<file path="src/rtl/crc_pkg.sv">
package crc_pkg;
    // Register select encoding on bus_sel
    typedef enum logic {
        SEL_ACC  = 1'b0,
        SEL_BYTE = 1'b1
    } crc_sel_e;
endpackage

</file>
<file path="src/rtl/crc_nibble_unit.sv">
// Combinational chain of reflected CRC steps, one per input bit, LSB first.
module crc_nibble_unit #(
    parameter int          CRC_W  = 16,
    parameter int          STEP_W = 4,
    parameter logic [15:0] POLY   = 16'h8408
) (
    input  logic [CRC_W-1:0]  crc_in,
    input  logic [STEP_W-1:0] dat_in,
    output logic [CRC_W-1:0]  crc_out
);
    logic [STEP_W:0][CRC_W-1:0] chain;

    assign chain[0] = crc_in;

    for (genvar i = 0; i < STEP_W; i++) begin : g_bit
        logic fb;
        assign fb           = chain[i][0] ^ dat_in[i];
        assign chain[i+1]   = (chain[i] >> 1) ^ (fb ? CRC_W'(POLY) : '0);
    end

    assign crc_out = chain[STEP_W];
endmodule

</file>
<file path="src/rtl/crc_bus_decode.sv">
// Turns bus strobes into register actions and the stall indication.
module crc_bus_decode
    import crc_pkg::*;
#(
    parameter int PH_W    = 1,
    parameter int LAST_PH = 1
) (
    input  logic            bus_wr,
    input  logic            bus_sel,
    input  logic            busy_q,
    input  logic [PH_W-1:0] phase_q,
    output logic            seed_wr,
    output logic            byte_acc,
    output logic            bus_wait
);
    logic byte_req;
    logic can_take;

    always_comb begin
        seed_wr  = bus_wr && (crc_sel_e'(bus_sel) == SEL_ACC);
        byte_req = bus_wr && (crc_sel_e'(bus_sel) == SEL_BYTE);
        // a new byte may enter when idle or while the last step retires
        can_take = !busy_q || (phase_q == PH_W'(LAST_PH));
        byte_acc = byte_req && can_take;
        bus_wait = byte_req && !can_take;
    end
endmodule

</file>
<file path="src/rtl/crc_read_mux.sv">
// Read data selection; drives zero when no read is strobed.
module crc_read_mux
    import crc_pkg::*;
#(
    parameter int CRC_W = 16,
    parameter int IN_W  = 8
) (
    input  logic             bus_rd,
    input  logic             bus_sel,
    input  logic [CRC_W-1:0] acc_q,
    input  logic [IN_W-1:0]  byte_q,
    output logic [CRC_W-1:0] bus_rdata
);
    always_comb begin
        bus_rdata = '0;
        if (bus_rd) begin
            if (crc_sel_e'(bus_sel) == SEL_ACC) bus_rdata = acc_q;
            else                                bus_rdata = CRC_W'(byte_q);
        end
    end
endmodule

</file>
<file path="src/rtl/crc_ccitt_acc.sv">
module crc_ccitt_acc #(
    parameter int          CRC_W  = 16,
    parameter int          IN_W   = 8,
    parameter int          STEP_W = 4,
    parameter logic [15:0] POLY   = 16'h8408
) (
    input  logic               clk,
    input  logic               rst_n,
    input  logic               bus_wr,
    input  logic               bus_rd,
    input  logic               bus_sel,
    input  logic [CRC_W/8-1:0] bus_be,
    input  logic [CRC_W-1:0]   bus_wdata,
    output logic [CRC_W-1:0]   bus_rdata,
    output logic               bus_wait,
    output logic               crc_busy
);
    localparam int LANES     = CRC_W / 8;
    localparam int NUM_STEPS = IN_W / STEP_W;
    localparam int PH_W      = (NUM_STEPS > 1) ? $clog2(NUM_STEPS) : 1;
    localparam int LAST_PH   = NUM_STEPS - 1;

    typedef struct packed {
        logic [CRC_W-1:0] acc;
        logic [IN_W-1:0]  in_byte;
        logic             busy;
        logic [PH_W-1:0]  phase;
    } state_t;

    state_t st_d, st_q;

    logic                             seed_wr;
    logic                             byte_acc;
    logic [NUM_STEPS-1:0][STEP_W-1:0] nibs;
    logic [STEP_W-1:0]                step_nib;
    logic [CRC_W-1:0]                 step_out;

    crc_bus_decode #(
        .PH_W    (PH_W),
        .LAST_PH (LAST_PH)
    ) dec_i (
        .bus_wr   (bus_wr),
        .bus_sel  (bus_sel),
        .busy_q   (st_q.busy),
        .phase_q  (st_q.phase),
        .seed_wr  (seed_wr),
        .byte_acc (byte_acc),
        .bus_wait (bus_wait)
    );

    assign nibs     = st_q.in_byte;
    assign step_nib = nibs[st_q.phase];

    crc_nibble_unit #(
        .CRC_W  (CRC_W),
        .STEP_W (STEP_W),
        .POLY   (POLY)
    ) step_i (
        .crc_in  (st_q.acc),
        .dat_in  (step_nib),
        .crc_out (step_out)
    );

    crc_read_mux #(
        .CRC_W (CRC_W),
        .IN_W  (IN_W)
    ) rd_i (
        .bus_rd    (bus_rd),
        .bus_sel   (bus_sel),
        .acc_q     (st_q.acc),
        .byte_q    (st_q.in_byte),
        .bus_rdata (bus_rdata)
    );

    always_comb begin
        st_d = st_q;
        if (seed_wr) begin
            // seeding wins: lanes load from the bus, any update is dropped
            for (int l = 0; l < LANES; l++) begin
                if (bus_be[l]) st_d.acc[l*8 +: 8] = bus_wdata[l*8 +: 8];
            end
            st_d.busy  = 1'b0;
            st_d.phase = '0;
        end else begin
            if (st_q.busy) begin
                st_d.acc = step_out;
                if (st_q.phase == PH_W'(LAST_PH)) begin
                    st_d.busy  = 1'b0;
                    st_d.phase = '0;
                end else begin
                    st_d.phase = st_q.phase + 1'b1;
                end
            end
            if (byte_acc) begin
                st_d.in_byte = bus_wdata[IN_W-1:0];
                st_d.busy    = 1'b1;
                st_d.phase   = '0;
            end
        end
    end

    always_ff @(posedge clk) begin
        if (!rst_n) st_q <= '0;
        else        st_q <= st_d;
    end

    assign crc_busy = st_q.busy;

    // ---------------- assertions ----------------
    p_accept_sets_busy_r4: assert property (@(posedge clk) disable iff (!rst_n)
        byte_acc |=> crc_busy);

    p_last_step_retires_r4: assert property (@(posedge clk) disable iff (!rst_n)
        (crc_busy && st_q.phase == PH_W'(LAST_PH) && !bus_wr) |=> !crc_busy);

    p_wait_only_when_busy_r6: assert property (@(posedge clk) disable iff (!rst_n)
        bus_wait |-> crc_busy);

    p_stalled_byte_not_taken_r6: assert property (@(posedge clk) disable iff (!rst_n)
        bus_wait |=> $stable(st_q.in_byte));

    p_seed_full_load_r2: assert property (@(posedge clk) disable iff (!rst_n)
        (seed_wr && (&bus_be)) |=> (st_q.acc == $past(bus_wdata)));

    p_seed_aborts_r7: assert property (@(posedge clk) disable iff (!rst_n)
        seed_wr |=> !crc_busy);

    for (genvar l = 0; l < LANES; l++) begin : g_lane_chk
        p_lane_hold_r3: assert property (@(posedge clk) disable iff (!rst_n)
            (seed_wr && !bus_be[l]) |=> (st_q.acc[l*8 +: 8] == $past(st_q.acc[l*8 +: 8])));
    end
endmodule

</file>
<file path="config.mk">
export PLATFORM = sky130hd
export DESIGN_NAME = crc_ccitt_acc
export DESIGN_NICKNAME = d
export VERILOG_FILES = /design/src/rtl/crc_pkg.sv /design/src/rtl/crc_nibble_unit.sv /design/src/rtl/crc_bus_decode.sv /design/src/rtl/crc_read_mux.sv /design/src/rtl/crc_ccitt_acc.sv
export SDC_FILE = /design/constraint.sdc
export NUM_CORES = 1
export LEC_CHECK = 0
export CORE_ASPECT_RATIO = 1.25
export CORE_UTILIZATION = 43
export DETAILED_ROUTE_END_ITERATION = 7
export GPL_ROUTABILITY_DRIVEN = 1
export PLACE_DENSITY = 0.75
export SYNTH_ARGS = -nofsm -noshare
export SYNTH_HDL_FRONTEND = slang
export SYNTH_SLANG_ARGS = --single-unit
</file>
<file path="constraint.sdc">
create_clock -name clk -period 1.4 [get_ports clk]
set_input_delay 0.14 -clock clk [delete_from_list [all_inputs] [get_ports clk]]
set_output_delay 0.14 -clock clk [all_outputs]
set_load 0.03 [all_outputs]
</file>
== Word-level counts from Yosys, hierarchy flattened ==
Index checks and enable logic that the tools add are counted.
Cells by class
  add/subtract/negate cells: 1
  muxes and demuxes: 16
  order comparisons: 1
  bitwise gates (word level): 11
  equality and inequality tests: 2
  reductions and logical operators: 13
Operators by type and width (number)
  16-bit two-way mux: 8
  15-bit by 16-bit XOR with 16-bit output: 4
  8-bit two-way mux: 2
  4-bit two-way mux: 2
  2-bit AND reduction: 3
  1-bit logical AND: 4
  2-bit two-way mux: 2
  2-bit != test, second input constant: 2
  1-bit XOR: 4
  1-bit inverter: 3
  3-bit OR reduction: 1
  1-bit logical NOT: 2
  1-bit by 2-bit less-than comparator with 1-bit output, second input constant: 1
  1-bit two-way mux: 2
  2-bit nonzero test: 1
  2-bit OR reduction: 1
  1-bit adder, second input constant: 1
  1-bit logical OR: 1
Word-level totals
  logic and storage cells: 49
  output and inout bits: 18
  flip-flop bits (word level): 26
  bits of input ports: 23

== Logic depth before layout (Yosys ltp) ==
  depth in word-level cells: 16
  depth in mapped cells: 6
  gate-level depth less buffers: 4

== Hierarchy ==
Synthesis repeated with hierarchy kept, for this count alone.
Second synthesis, totals
  cell total of the unflattened synthesis: 162
  area, all modules: 1727.9 µm²
By module, submodules not included
  crc_ccitt_acc: times used 1, area an instance 1203.7 µm², cells each 111
  crc_nibble_unit: times used 1, area an instance 285.3 µm², cells each 20
  crc_read_mux: times used 1, area an instance 205.2 µm², cells each 26
  crc_bus_decode: times used 1, area an instance 33.8 µm², cells each 5

== Least setup slack after synthesis ==
No wires, ideal clock.
  kind: register -> register
  from: register st_q (netlist bit crc_busy)
  to: register st_q[22] (netlist bit)
  cell stages (with the launch flop): 6
  setup time: 0.070 ns
  setup slack: -0.027 ns
  arrival: 1.357 ns
  path buffers: 1
  cells stage by stage: dfxtp_1 buf_2 inv_1 nor2_1 nand2_1 a21oi_1
Between the ends
  word-level cells in the longest chain between the ends: 2
RTL lines
  start: declaration: RTL line crc_ccitt_acc.sv:30  | state_t st_d, st_q;
  start signal: assignment: RTL line crc_ccitt_acc.sv:104  | else st_q <= st_d;
  2-bit nonzero test (no line)
  2-bit AND reduction (no line)
No other way between the ends.
A chain may end at the register's enable or synchronous reset.

== Worst setup path in the final report ==
  from: register st_q[0] (netlist bit)
  to: register st_q[12] (netlist bit)
Between the ends
  word-level cells in the longest chain between the ends: 8
RTL lines
  4-bit two-way mux (not written as such) (2 in series): RTL line crc_ccitt_acc.sv:52  | assign step_nib = nibs[st_q.phase];
  1-bit XOR: RTL line crc_nibble_unit.sv:17  | assign fb = chain[i][0] ^ dat_in[i];
  16-bit two-way mux: RTL line crc_nibble_unit.sv:18  | assign chain[i+1] = (chain[i] >> 1) ^ (fb ? CRC_W'(POLY) : '0);
  15-bit by 16-bit XOR with 16-bit output (2 in series): RTL line crc_nibble_unit.sv:18
  16-bit two-way mux: RTL line crc_ccitt_acc.sv:85  | if (st_q.busy) begin
  16-bit two-way mux: RTL line crc_ccitt_acc.sv:77  | if (seed_wr) begin
No other way between the ends. The select of a mux whose other input is x is not followed.

==> impl_metrics.py <==
metrics = {
    "outcome": {
        "status": "finished, final reports clean",
    },
    "global_route": {
        "grt_pass1_vias": 1413,
        "antenna_found_initial": 0,
        "overflow": 0,
        "grt_pass1_wl_um": 6706,
        "grt_max_degree": 21,
        "grt_util_all_layers_pct": 24.97,
    },
    "cells_and_area": {
        "final-instance-count-excl-fill": 266,
        "nets": 253,
        "fin_util_pct": 67.09,
        "drive_gt1_share_pct": 27.95,
        "diodes": 0,
        "area_growth_pct": 46.58,
    },
    "sta": {
        "layout_min_cycle_time_ns": 1.385,
        "worst_pin_slew_ns": 0.3536,
        "slew_violations": 0,
        "finalSetupViolations": 0,
        "relSlewSlack_pct": 76.40,
        "clock_skew_ns": 0.002930,
        "fmax_ghz": 0.7223,
        "rsz0062_at_grt": "true",
        "hold_violations": 0,
        "fin_crit_sh_pct": 98.90,
    },
    "synthesis": {
        "ys_ff_latch": 26,
        "ys.flop_type": "dfxtp_1",
        "synth.distinct_cells": 28,
        "syn_inst": 170,
        "synth_edf_count": 0,
        "async_flop_share_pct": 0,
        "syn-num-nets": 193,
        "synth_area_um2": 1501,
        "seq_area_frac_synth_pct": 34.67,
        "ys_warn_count": 0,
        "postSynthAreaPerCell_um2": 8.832,
    },
    "clocking": {
        "cts_num_sinks": 26,
        "h-tree-depth": 1,
        "path_clk_slew_ns": 0.10,
        "worstSkewPairLatency_ns": 0.27,
        "cts_buffers": 3,
        "hold_buffers": 0,
        "clockBufferDepth": 2,
        "root_buffer": "clkbuf_8",
        "cts_tree": "done",
    },
    "run": {
        "maxCapViolCount": 0,
    },
    "worst_setup_path": {
        "crit_path_start_kind": "register",
        "worstRegToRegCells": 5,
        "crit_path_max_fanout": 4,
        "critPathCaptureType": "register",
        "worstPathRequired_ns": 1.61,
        "slowest_delay_ns": 0.35,
        "cp.arrival_ns": 1.60,
        "path_class": "register to register",
        "critPathSlowestCell": "dfxtp_2",
        "path_cells": "buf_4 -> mux2i_2 -> xnor2_1 -> a211o_1 -> a31oi_1",
    },
    "floorplan": {
        "initial_core_util_pct": 45.77,
        "core-area_um2": 3281,
        "die_w_um": 54.85,
        "pin_count": 41,
        "dieHeight_um": 68.07,
        "row_count": 23,
        "dieArea_um2": 3733,
    },
    "detailed_routing": {
        "wire_per_inst_um": 15.78,
        "drc": 0,
        "wirelength_um": 4198,
        "ant_nets": 0,
        "vias_per_cell": 5.643,
        "first_pass_iters": 4,
        "num_vias": 1501,
        "drt_iter0_drc": 52,
    },
    "hold_path": {
        "hold_class": "input pin to register",
        "min_path_cells": 4,
    },
    "power": {
        "leakagePower_nw": 0.8901,
        "vdd_drop_max_mv": 0.5602,
        "power_density_nw_per_um2": 842.9,
    },
    "placement": {
        "place_hpwl_um": 3028,
        "gp_congestion": 0.7912,
        "place_inst": 258,
        "port_buffers": 40,
    },
}
==> cells by family after synthesis <==
family          Yosys count  synth area share, %
compound gates           35                16.08
flops                    26                34.67
simple gates             56                18.33
mux                      26                19.00
xor+xnor                 11                6.417
buf+inv                  16                5.500
==> critical path: cells and delay by family (launching register included) <==
family,cells,cell delay (ns)
compound gates,2,0.45
xor+xnor,1,0.12
buf+inv,1,0.15
flops,1,0.35
mux,1,0.26
==> per-stage QoR <==
step	instance area [um^2]	power, mW	worst slack, ns	hold WS [ns]	TNS (ns)
detailed placement	2018	1.308	-0.3967	0.5197	-9.303
floorplan	1505	1.110	0.09871	0.2777	0
finish	2201	1.855	0.01546	0.2655	0
global placement	2018	1.294	-0.2998	0.4852	-7.339
global route	2201	1.923	-0.02881	0.3113	-0.07531
CTS	2105	1.808	0.008009	0.5291	0
==> cell usage in the layout, fill, tap and decap left out, drive strengths merged <==
cell type / n
xnor2: 9
mux2: 1
dfxtp: 26
clkdlybuf4s50: 20
o221ai: 6
buf: 41
nor2b: 11
dlygate4sd2: 2
a32oi: 3
nor2: 21
dlymetal6s2s: 1
nand2: 7
nand2b: 1
clkbuf: 4
o21a: 1
and2: 8
a211o: 3
a31oi: 7
and3: 3
or2: 1
a21oi: 11
mux2i: 25
xor2: 2
nand3: 3
a211oi: 4
inv: 7
nor3: 1
==> registers in the layout, summed over array words and instances (netlist names) <==
register,cells
st_q,17
nibs,8
crc_busy,1
==> final cells by class <==
type | count | area (um^2)
well taps | 37 | 46.29
inverters | 7 | 26.28
multi-input cells | 128 | 987.2
flip-flops and latches | 26 | 523.0
fillers | 243 | 1080
clock buffers | 4 | 55.05
repair buffers | 64 | 563.0
==> Yosys cell counts, drive strengths merged, types with 4 or more instances <==
master   n  share of area [%]
buf      7                3.2
nand2    7                1.8
xnor2    9                5.3
o221ai   6                3.5
inv      7                1.8
a31oi    7                2.9
and2     8                3.3
dfxtp   26                 35
a21oi   11                3.7
mux2i   25                 18
nor2    21                5.3
nor2b   11                4.6
a211oi   4                2.0
==> final timing paths <==
kind | start | end | slack, ns
min reg2reg | st_q[14]$_SDFFE_PN0P_ | st_q[14]$_SDFFE_PN0P_ | 0.54
max reg2reg | st_q[0]$_SDFFE_PP0P_ | st_q[12]$_SDFFE_PN0P_ | 0.02
max | st_q[0]$_SDFFE_PP0P_ | st_q[12]$_SDFFE_PN0P_ | 0.02
min | bus_wr | crc_busy$_SDFF_PP0_ | 0.27
==> layer usage <==
| layer | GRT usage, % | up-vias | wire length [um] |
|---|---|---|---|
| met2 | 41.72 | 65 | 2098 |
| met3 | 2.889 | 13 | 221 |
| met4 | 10.90 | 0 | 129 |
| met5 | 0 | - | 0 |
| li1 | - | 721 | - |
| met1 | 31.31 | 702 | 1749 |
==> repair_timing <==
| item | CTS | global route |
|---|---|---|
| gates resized for setup | 9 | 14 |
| endpoints found under the setup margin | 37 | 23 |
| setup buffers | 1 | 3 |
| cloned | 1 | 0 |
| pin swaps | 2 | 2 |
==> report_power, final <==
group	leakage [nW]	switching [mW]	total, mW	internal, mW
clock network	0.0288	0.255	0.507	0.252
registers	0.214	0.0554	0.844	0.788
logic	0.648	0.241	0.505	0.264
Note: power is estimated with default switching activity, not from simulation.
